**src/rtl/pbb_pkg.sv**
```systemverilog
`timescale 1ns/1ps
package pbb_pkg;

    typedef enum logic [1:0] {
        ST_IDLE    = 2'd0,
        ST_ACCESS  = 2'd1,
        ST_CAPTURE = 2'd2
    } pbb_state_e;

endpackage

```
**src/rtl/pbb_tick_gen.sv**
```systemverilog
`timescale 1ns/1ps
module pbb_tick_gen #(
    parameter int RATIO = 4
) (
    input  logic clk,
    input  logic rst,
    output logic tick,
    output logic phase_zero
);
    localparam int PW = (RATIO > 1) ? $clog2(RATIO) : 1;
    localparam logic [PW-1:0] LAST = PW'(RATIO - 1);

    typedef struct packed {
        logic [PW-1:0] phase;
    } tick_regs_t;

    tick_regs_t r_d, r_q;

    always_comb begin
        r_d = r_q;
        if (r_q.phase == LAST) begin
            r_d.phase = '0;
        end else begin
            r_d.phase = r_q.phase + 1'b1;
        end
        tick       = (r_q.phase == LAST);
        phase_zero = (r_q.phase == '0);
    end

    always_ff @(posedge clk) begin
        if (rst) begin
            r_q <= '0;
        end else begin
            r_q <= r_d;
        end
    end

    generate
        if (RATIO > 1) begin : g_gap
            p_tick_isolated_r2: assert property (@(posedge clk) disable iff (rst)
                tick |=> !tick);
            p_zero_follows_tick_r2: assert property (@(posedge clk) disable iff (rst)
                tick |=> phase_zero);
        end
    endgenerate

endmodule

```
**src/rtl/pbb_lat_count.sv**
```systemverilog
`timescale 1ns/1ps
module pbb_lat_count #(
    parameter int LAT_W = 16
) (
    input  logic             clk,
    input  logic             rst,
    input  logic             req,
    input  logic             done,
    output logic [LAT_W-1:0] lat
);
    localparam logic [LAT_W-1:0] TOP = '1;

    typedef struct packed {
        logic [LAT_W-1:0] elapsed;
    } lat_regs_t;

    lat_regs_t r_d, r_q;

    always_comb begin
        r_d = r_q;
        if (done || !req) begin
            r_d.elapsed = '0;
        end else if (r_q.elapsed != TOP - 1'b1) begin
            r_d.elapsed = r_q.elapsed + 1'b1;
        end
        lat = r_q.elapsed + 1'b1;
    end

    always_ff @(posedge clk) begin
        if (rst) begin
            r_q <= '0;
        end else begin
            r_q <= r_d;
        end
    end

    p_lat_restart_r8: assert property (@(posedge clk) disable iff (rst)
        (done && req) |=> (lat == LAT_W'(1)));
    p_lat_grows_r8: assert property (@(posedge clk) disable iff (rst)
        (req && !done && lat < TOP - 1'b1) |=> (lat == $past(lat) + 1'b1));

endmodule

```
**src/rtl/pbb_xfer_seq.sv**
```systemverilog
`timescale 1ns/1ps
module pbb_xfer_seq
    import pbb_pkg::*;
#(
    parameter int DATA_W = 16
) (
    input  logic              clk,
    input  logic              rst,
    input  logic              tick,
    input  logic              phase_zero,
    input  logic              m_req,
    input  logic              m_write,
    input  logic              p_ready,
    input  logic [DATA_W-1:0] p_rdata,
    output logic              p_sel,
    output logic              m_done,
    output logic [DATA_W-1:0] m_rdata
);
    typedef struct packed {
        pbb_state_e        state;
        logic [DATA_W-1:0] rdata;
    } seq_regs_t;

    seq_regs_t r_d, r_q;
    logic      active;

    always_comb begin
        r_d    = r_q;
        p_sel  = 1'b0;
        m_done = 1'b0;
        active = (r_q.state == ST_ACCESS) ||
                 ((r_q.state == ST_IDLE) && m_req && phase_zero);
        unique case (r_q.state)
            ST_CAPTURE: begin
                m_done    = 1'b1;
                r_d.state = ST_IDLE;
            end
            default: begin
                if (active) begin
                    p_sel = 1'b1;
                    if (tick && p_ready) begin
                        if (m_write) begin
                            m_done    = 1'b1;
                            r_d.state = ST_IDLE;
                        end else begin
                            r_d.rdata = p_rdata;
                            r_d.state = ST_CAPTURE;
                        end
                    end else begin
                        r_d.state = ST_ACCESS;
                    end
                end
            end
        endcase
        m_rdata = r_q.rdata;
    end

    always_ff @(posedge clk) begin
        if (rst) begin
            r_q.state <= ST_IDLE;
            r_q.rdata <= '0;
        end else begin
            r_q <= r_d;
        end
    end

    p_launch_on_period_r3: assert property (@(posedge clk) disable iff (rst)
        $rose(p_sel) |-> ($past(tick) || $past(rst)));
    p_write_ends_on_tick_r4: assert property (@(posedge clk) disable iff (rst)
        (m_done && m_write) |-> (tick && p_sel && p_ready));
    p_read_ends_after_tick_r5: assert property (@(posedge clk) disable iff (rst)
        (m_done && !m_write) |-> ($past(tick) && $past(p_sel) && $past(p_ready)));
    p_read_data_held_r5: assert property (@(posedge clk) disable iff (rst)
        (m_done && !m_write) |-> (m_rdata == $past(p_rdata)));
    p_capture_single_r5: assert property (@(posedge clk) disable iff (rst)
        (r_q.state == ST_CAPTURE) |=> (r_q.state != ST_CAPTURE));

endmodule

```
**src/rtl/perclk_bridge.sv**
```systemverilog
`timescale 1ns/1ps
module perclk_bridge #(
    parameter int ADDR_W = 8,
    parameter int DATA_W = 16,
    parameter int RATIO  = 4,
    parameter int LAT_W  = 16
) (
    input  logic              clk,
    input  logic              rst,
    input  logic              m_req,
    input  logic              m_write,
    input  logic [ADDR_W-1:0] m_addr,
    input  logic [DATA_W-1:0] m_wdata,
    output logic              m_wait,
    output logic              m_done,
    output logic [DATA_W-1:0] m_rdata,
    output logic [LAT_W-1:0]  m_lat,
    output logic              p_en,
    output logic              p_sel,
    output logic              p_write,
    output logic [ADDR_W-1:0] p_addr,
    output logic [DATA_W-1:0] p_wdata,
    input  logic              p_ready,
    input  logic [DATA_W-1:0] p_rdata
);
    logic tick;
    logic phase_zero;

    pbb_tick_gen #(
        .RATIO(RATIO)
    ) u_tick (
        .clk        (clk),
        .rst        (rst),
        .tick       (tick),
        .phase_zero (phase_zero)
    );

    pbb_xfer_seq #(
        .DATA_W(DATA_W)
    ) u_seq (
        .clk        (clk),
        .rst        (rst),
        .tick       (tick),
        .phase_zero (phase_zero),
        .m_req      (m_req),
        .m_write    (m_write),
        .p_ready    (p_ready),
        .p_rdata    (p_rdata),
        .p_sel      (p_sel),
        .m_done     (m_done),
        .m_rdata    (m_rdata)
    );

    pbb_lat_count #(
        .LAT_W(LAT_W)
    ) u_lat (
        .clk  (clk),
        .rst  (rst),
        .req  (m_req),
        .done (m_done),
        .lat  (m_lat)
    );

    always_comb begin
        p_en    = tick;
        p_write = m_write;
        p_addr  = m_addr;
        p_wdata = m_wdata;
        m_wait  = m_req && !m_done;
    end

    p_wait_held_r9: assert property (@(posedge clk) disable iff (rst)
        m_wait |=> m_req);
    p_sel_needs_req_r3: assert property (@(posedge clk) disable iff (rst)
        p_sel |-> m_req);
    p_done_has_lat_r8: assert property (@(posedge clk) disable iff (rst)
        m_done |-> (m_lat >= LAT_W'(1)));

endmodule

```
**config.mk**
```make
export PLATFORM = sky130hd
export DESIGN_NAME = perclk_bridge
export DESIGN_NICKNAME = d
export VERILOG_FILES = /design/src/rtl/pbb_pkg.sv /design/src/rtl/pbb_tick_gen.sv /design/src/rtl/pbb_lat_count.sv /design/src/rtl/pbb_xfer_seq.sv /design/src/rtl/perclk_bridge.sv
export SDC_FILE = /design/constraint.sdc
export NUM_CORES = 1
export LEC_CHECK = 0
export ABC_AREA = 1
export BUFFER_PORTS_ARGS = -buffer_cell sky130_fd_sc_hd__buf_4
export CORE_MARGIN = 1.5
export CORE_UTILIZATION = 40
export DETAILED_ROUTE_END_ITERATION = 7
export PLACE_DENSITY = 0.73
export SYNTH_ARGS = -nofsm -noshare
export SYNTH_HDL_FRONTEND = slang
export SYNTH_HIERARCHICAL = 1
export SYNTH_SLANG_ARGS = --single-unit
```
**constraint.sdc**
```tcl
create_clock -name clk -period 2 [get_ports clk]
set_input_delay 0.4 -clock clk [delete_from_list [all_inputs] [get_ports clk]]
set_output_delay 0.4 -clock clk [all_outputs]
set_load 0.005 [all_outputs]
```
### After elaboration in Yosys (flattened, before gate mapping)

Cells that the tools add are included.

| word-level totals | value |
|---|---|
| bits in registers | 36 |
| logic and storage cells | 34 |
| output and inout bits | 61 |

| cells by class | value |
|---|---|
| add/sub/neg operators | 2 |
| eq/ne operators | 4 |
| muxes and demuxes | 8 |
| reduce and logical (&&, ||, !) cells | 14 |
| bitwise logic cells | 2 |

Operators with widths:

| kind | count |
|---|---|
| adder 16 x 1 -> 16 bit, second input constant | 1 |
| != test 16 bit, second input constant | 1 |
| two-way mux 1 bit | 6 |
| OR reduction 2 bit | 3 |
| equality test 2 bit, second input constant | 2 |
| logical AND 1 bit | 4 |
| zero test 2 bit | 2 |
| two-way mux 2 bit | 2 |
| AND reduction 4 bit | 1 |
| adder 2 x 1 -> 2 bit, second input constant | 1 |
| equality test 2 x 1 -> 1 bit, second input constant | 1 |
| zero test 1 bit | 2 |
| logical OR 1 bit | 2 |
| NOT 1 bit | 2 |

### Longest topological paths before layout

| logic depth | value |
|---|---|
| depth after elaboration | 8 |
| gate-level depth with buffers | 12 |

### Cells and area by module

The synthesis kept the hierarchy.

By module, submodules not included:

| module | sequential area each (um^2) | area an instance (um^2) | times used | cells an instance |
|---|---|---|---|---|
| pbb_lat_count | 320.3 | 1002.2 | 1 | 152 |
| pbb_xfer_seq | 360.3 | 997.2 | 1 | 139 |
| perclk_bridge | 0.0 | 197.7 | 1 | 27 |
| pbb_tick_gen | 40.0 | 95.1 | 1 | 12 |

### Worst setup path before layout

No wires, ideal clock.

| timing path | value |
|---|---|
| path kind | register to register |
| start point | register u_tick/r_q[0] in the netlist's numbering |
| end point | register u_lat/r_q[0] in the netlist's numbering |
| library setup time | 72 ps |
| required time | 1928 ps |
| arrival time | 1836 ps |
| cell stages (with the launch flop) | 13 |
| setup slack | 91 ps |
| buffers on the path | 1 |
| cell sequence | dfxtp_1 -> inv_1 -> ha_1 -> nand2_1 -> nand2_2 -> nand2_2 -> nor2_1 -> nand2_1 -> nand2_1 -> nor3_2 -> inv_1 -> clkbuf_1 -> a21oi_1 |

| on the way | value |
|---|---|
| word-level cells in the longest chain between the ends | 7 |
| elaborated cells on any way between the ends | 10 |
| classes of those cells | 1 x eq/ne; 3 x mux; 6 x reduce/logical |

RTL lines:

| what | RTL line | source |
|---|---|---|
| start: declaration | pbb_tick_gen.sv:17 | `tick_regs_t r_d, r_q;` |
| start signal: assignment | pbb_tick_gen.sv:34 | `r_q <= r_d;` |
| zero test 2 bit | pbb_tick_gen.sv:27 | `phase_zero = (r_q.phase == '0);` |
| via phase_zero | perclk_bridge.sv:27 | `logic phase_zero;` |
| logical AND 1 bit | pbb_xfer_seq.sv:32 | `((r_q.state == ST_IDLE) && m_req && phase_zero);` |
| logical OR 1 bit | pbb_xfer_seq.sv:31 | `active = (r_q.state == ST_ACCESS) \|\|` |
| two-way mux 1 bit | pbb_xfer_seq.sv:39 | `if (active) begin` |
| two-way mux 1 bit | pbb_xfer_seq.sv:33 | `unique case (r_q.state)` |
| via m_done | perclk_bridge.sv:15 | `output logic m_done,` |
| logical OR 1 bit | pbb_lat_count.sv:21 | `if (done \|\| !req) begin` |
| OR reduction 2 bit (no source line) | n/a |  |
| end signal: assignment | pbb_lat_count.sv:33 | `r_q <= r_d;` |
| end: declaration | pbb_lat_count.sv:17 | `lat_regs_t r_d, r_q;` |

The timed path passes the listed nets, and every way through them passes these cells.
A chain may end at the register's enable or synchronous reset.

### Worst setup path in the final report

| timing path | value |
|---|---|
| start point | register u_lat/r_q[1] in the netlist's numbering |
| end point | output m_lat[11] |

| on the way | value |
|---|---|
| word-level cells in the longest chain between the ends | 1 |

RTL lines:

| what | RTL line | source |
|---|---|---|
| adder 16 x 1 -> 16 bit | pbb_lat_count.sv:26 | `lat = r_q.elapsed + 1'b1;` |
| end: declaration | perclk_bridge.sv:17 | `output logic [LAT_W-1:0] m_lat,` |

No other way between the ends.

==> flow_summary.yaml <==
worst_hold_path:
  hold_start: "rst"
  hold_depth: 4
  hold_end: "u_tick/r_q[0]"
  min_path_type: "primary input to flop"
floorplan:
  initial_utilization_pct: 41.6
  die_area_um2: 6190
  die_h_um: 78.7
  rows: 27
  boundaryPins: 106
  core_area_um2: 5510
  die-width_um: 78.7
timing:
  fmax_ghz: 0.523
  fin_crit_sh_pct: 95.6
  tns_ps: 0
  rsz0062_at_grt: "true"
  clock_skew_ps: 5.83
  worst_pin_slew_ps: 492
  slew_headroom_pct: 67.0
  layout_min_cycle_time_ps: 1910
  setup_slack_ps: 88.2
  setup_viol: 0
  report.final.slew_viol_count: 0
  hold_viol_final: 0
pwr:
  powerDensity_nw_per_um2: 580
  leakage_nw: 1.42
  max-vdd-ir-drop_v: 0.000309
route:
  detail-route-antenna-nets: 0
  first_iter_violations: 69
  dr.pass1.iters: 4
  drc: 0
  vias: 1949
  routed_via_density: 4.58
  routed_wirelength_um: 4620
  routedWlPerCell_um: 10.8
setup_path:
  cp_data_required_time_ps: 1600
  r2r_cells: 11
  r2r_slack_ps: 290
  r2r_end: "u_lat/r_q[1]"
  cp-start-kind: "flop"
  cp_max_fo: 3
  arrival_ps: 1510
  worstSetupEndpointType: "primary output"
  reg2reg_from: "u_tick/r_q[0]"
  path_class: "flop to primary output"
grt:
  grt.total_usage_pct: 15.7
  antenna_found_initial: 0
  grt_max_degree: 19
  grt_overflow: 0
  grt_pass1_vias: 1799
  grt_pass1_wl_um: 7730
cells_and_area:
  n_antenna_cell: 0
  drive_gt1_share_pct: 35.6
  syn_to_final_growth_pct: 17.4
  num-nets-final: 402
clock_network:
  htreeDepth: 2
  cts_buffer_depth: 2
  cts_buffers: 5
  clockRootBuffer: "clkbuf_8"
  cts_sinks: 36
  clk_latency_ps: 290
  clk_pin_slew_worst_paths_ps: 70
  hold_buffers: 0
  cts_tree: "yes"
synthesis:
  synth_cell_types: 28
  syn_area_per_cell_um2: 6.95
  syn_area_um2: 2290
  async_flop_share_pct: 0
  synth-compound-area-share_pct: 3.00
  ys_seq_area_share_pct: 31.4
  yosys.area.top_type_share_pct: 31.4
  syn_nets: 379
  synth_area_leader_cell: "dfxtp_1"
  synth-edff-count: 0
  synth_top_family_by_area: "simple AND/OR/NAND/NOR gates"
  synthSimpleGateAreaFrac_pct: 35.9
  synth-seq-cells: 36
  netlist_instances: 330
  ys_warn_count: 6
  synth.most_common_cell: "nand2_1"
  synth_area_leaders: "dfxtp_1 (31%), buf_4 (13%), nand2_1 (10%)"
  synth_mux_area_share_pct: 0
  synth_commonest_cells: "nand2_1 (64), inv_1 (51), nor2_1 (51)"
  ys.flop_type: "dfxtp_1"
  synthAdderAreaFrac_pct: 2.18
  synth_xor_area_share_pct: 2.67
placed_design:
  routabilityCongestion: 0.846
  hpwlAfterDp_um: 3400
  dp_slack_ps: 208
  port-buffer-count: 57
status:
  status: "finished clean"
flow_run:
  max-cap-violations: 0
worst max path at each step:
stage / startpoint / endpoint
CTS: u_lat/r_q[0] / m_lat[10]
global route: u_lat/r_q[0] / m_lat[10]
finish: u_lat/r_q[1] / m_lat[11]
detailed placement: u_lat/r_q[1] / m_lat[14]
global placement: u_lat/r_q[1] / m_lat[10]
floorplan: u_tick/r_q[0] / u_lat/r_q[0]
critical path: stages, from the launching register on:
cell,delay (ps)
dfxtp_2,370
buf_4,130
nand3_1,140
nor2_1,250
nand2_1,80
nand2_1,80
nand2_1,50
buf_4,130
placed cells by master, fill, tap and decap left out, drive strengths merged:
cell type / n
xnor2: 5
clkbuf: 6
xor2: 2
clkinv: 2
buf: 64
inv: 55
nand2: 70
dfxtp: 36
o21ai: 3
nor2: 67
nor3: 1
nand4: 18
a21oi: 7
ha: 4
nand3: 13
bufinv: 1
area by class of cell:
class	instances	area, µm²
Clock inverter	2	35.0
Tap cell	72	90.1
Inverter	56	213
Fill cell	577	2820
Clock buffer	6	72.6
Sequential cell	36	729
Multi-Input combinational cell	190	1070
Timing Repair Buffer	64	480
kinds of logic (layout without fill, tap and decap cells):
family                   Yosys count  in the layout
AND/OR/NAND/NOR                  169            169
adder cells (fa/ha/maj)            4              4
buffers and inverters            104            128
AO/OA/AOI/OAI                     10             10
XOR/XNOR                           7              7
flip-flops                        36             36
registers in the layout, indices dropped and copies added, names as in the netlist:
| name | cells |
|---|---|
| u_tick/r_q | 2 |
| u_seq/m_rdata | 16 |
| u_seq/r_q | 2 |
| u_lat/r_q | 16 |
repair_timing:
item,in CTS,in global routing
buffers inserted,3,1
resized for setup,7,19
endpoints found under the setup margin,5,12
pin swaps,0,4
report_power, final:
group | leakage, nW | switching (mW) | internal [mW] | total (mW)
sequential | 0.294 | 0.00940 | 0.731 | 0.740
clock | 0.0552 | 0.267 | 0.370 | 0.637
combinational | 1.07 | 0.0983 | 0.0855 | 0.184
total | 1.42 | 0.375 | 1.19 | 1.56
layer usage:
| layer | vias to the layer above | GRT usage, % | share of wire [%] | routed length (µm) |
|---|---|---|---|---|
| li1 | 1012 | - | - | - |
| met2 | 54 | 27.2 | 49 | 2280 |
| met5 | - | 0 | 0 | 0 |
| met3 | 8 | 5.17 | 6.1 | 284 |
| met1 | 875 | 17.8 | 43 | 2010 |
| met4 | 0 | 5.89 | 1.1 | 52 |
per-stage QoR:
step	area (µm²)	total power [mW]	util [%]	hold WS, ps	instances
global route	2690	1.64	48.9	428	426
global placement	2480	0.924	45.0	428	414
finish	2690	1.56	48.9	402	426
detailed placement	2480	0.925	45.0	436	414
floorplan	2290	0.892	-	417	330
CTS	2630	1.57	47.7	402	425
Note: power is estimated with default switching activity, not from simulation.
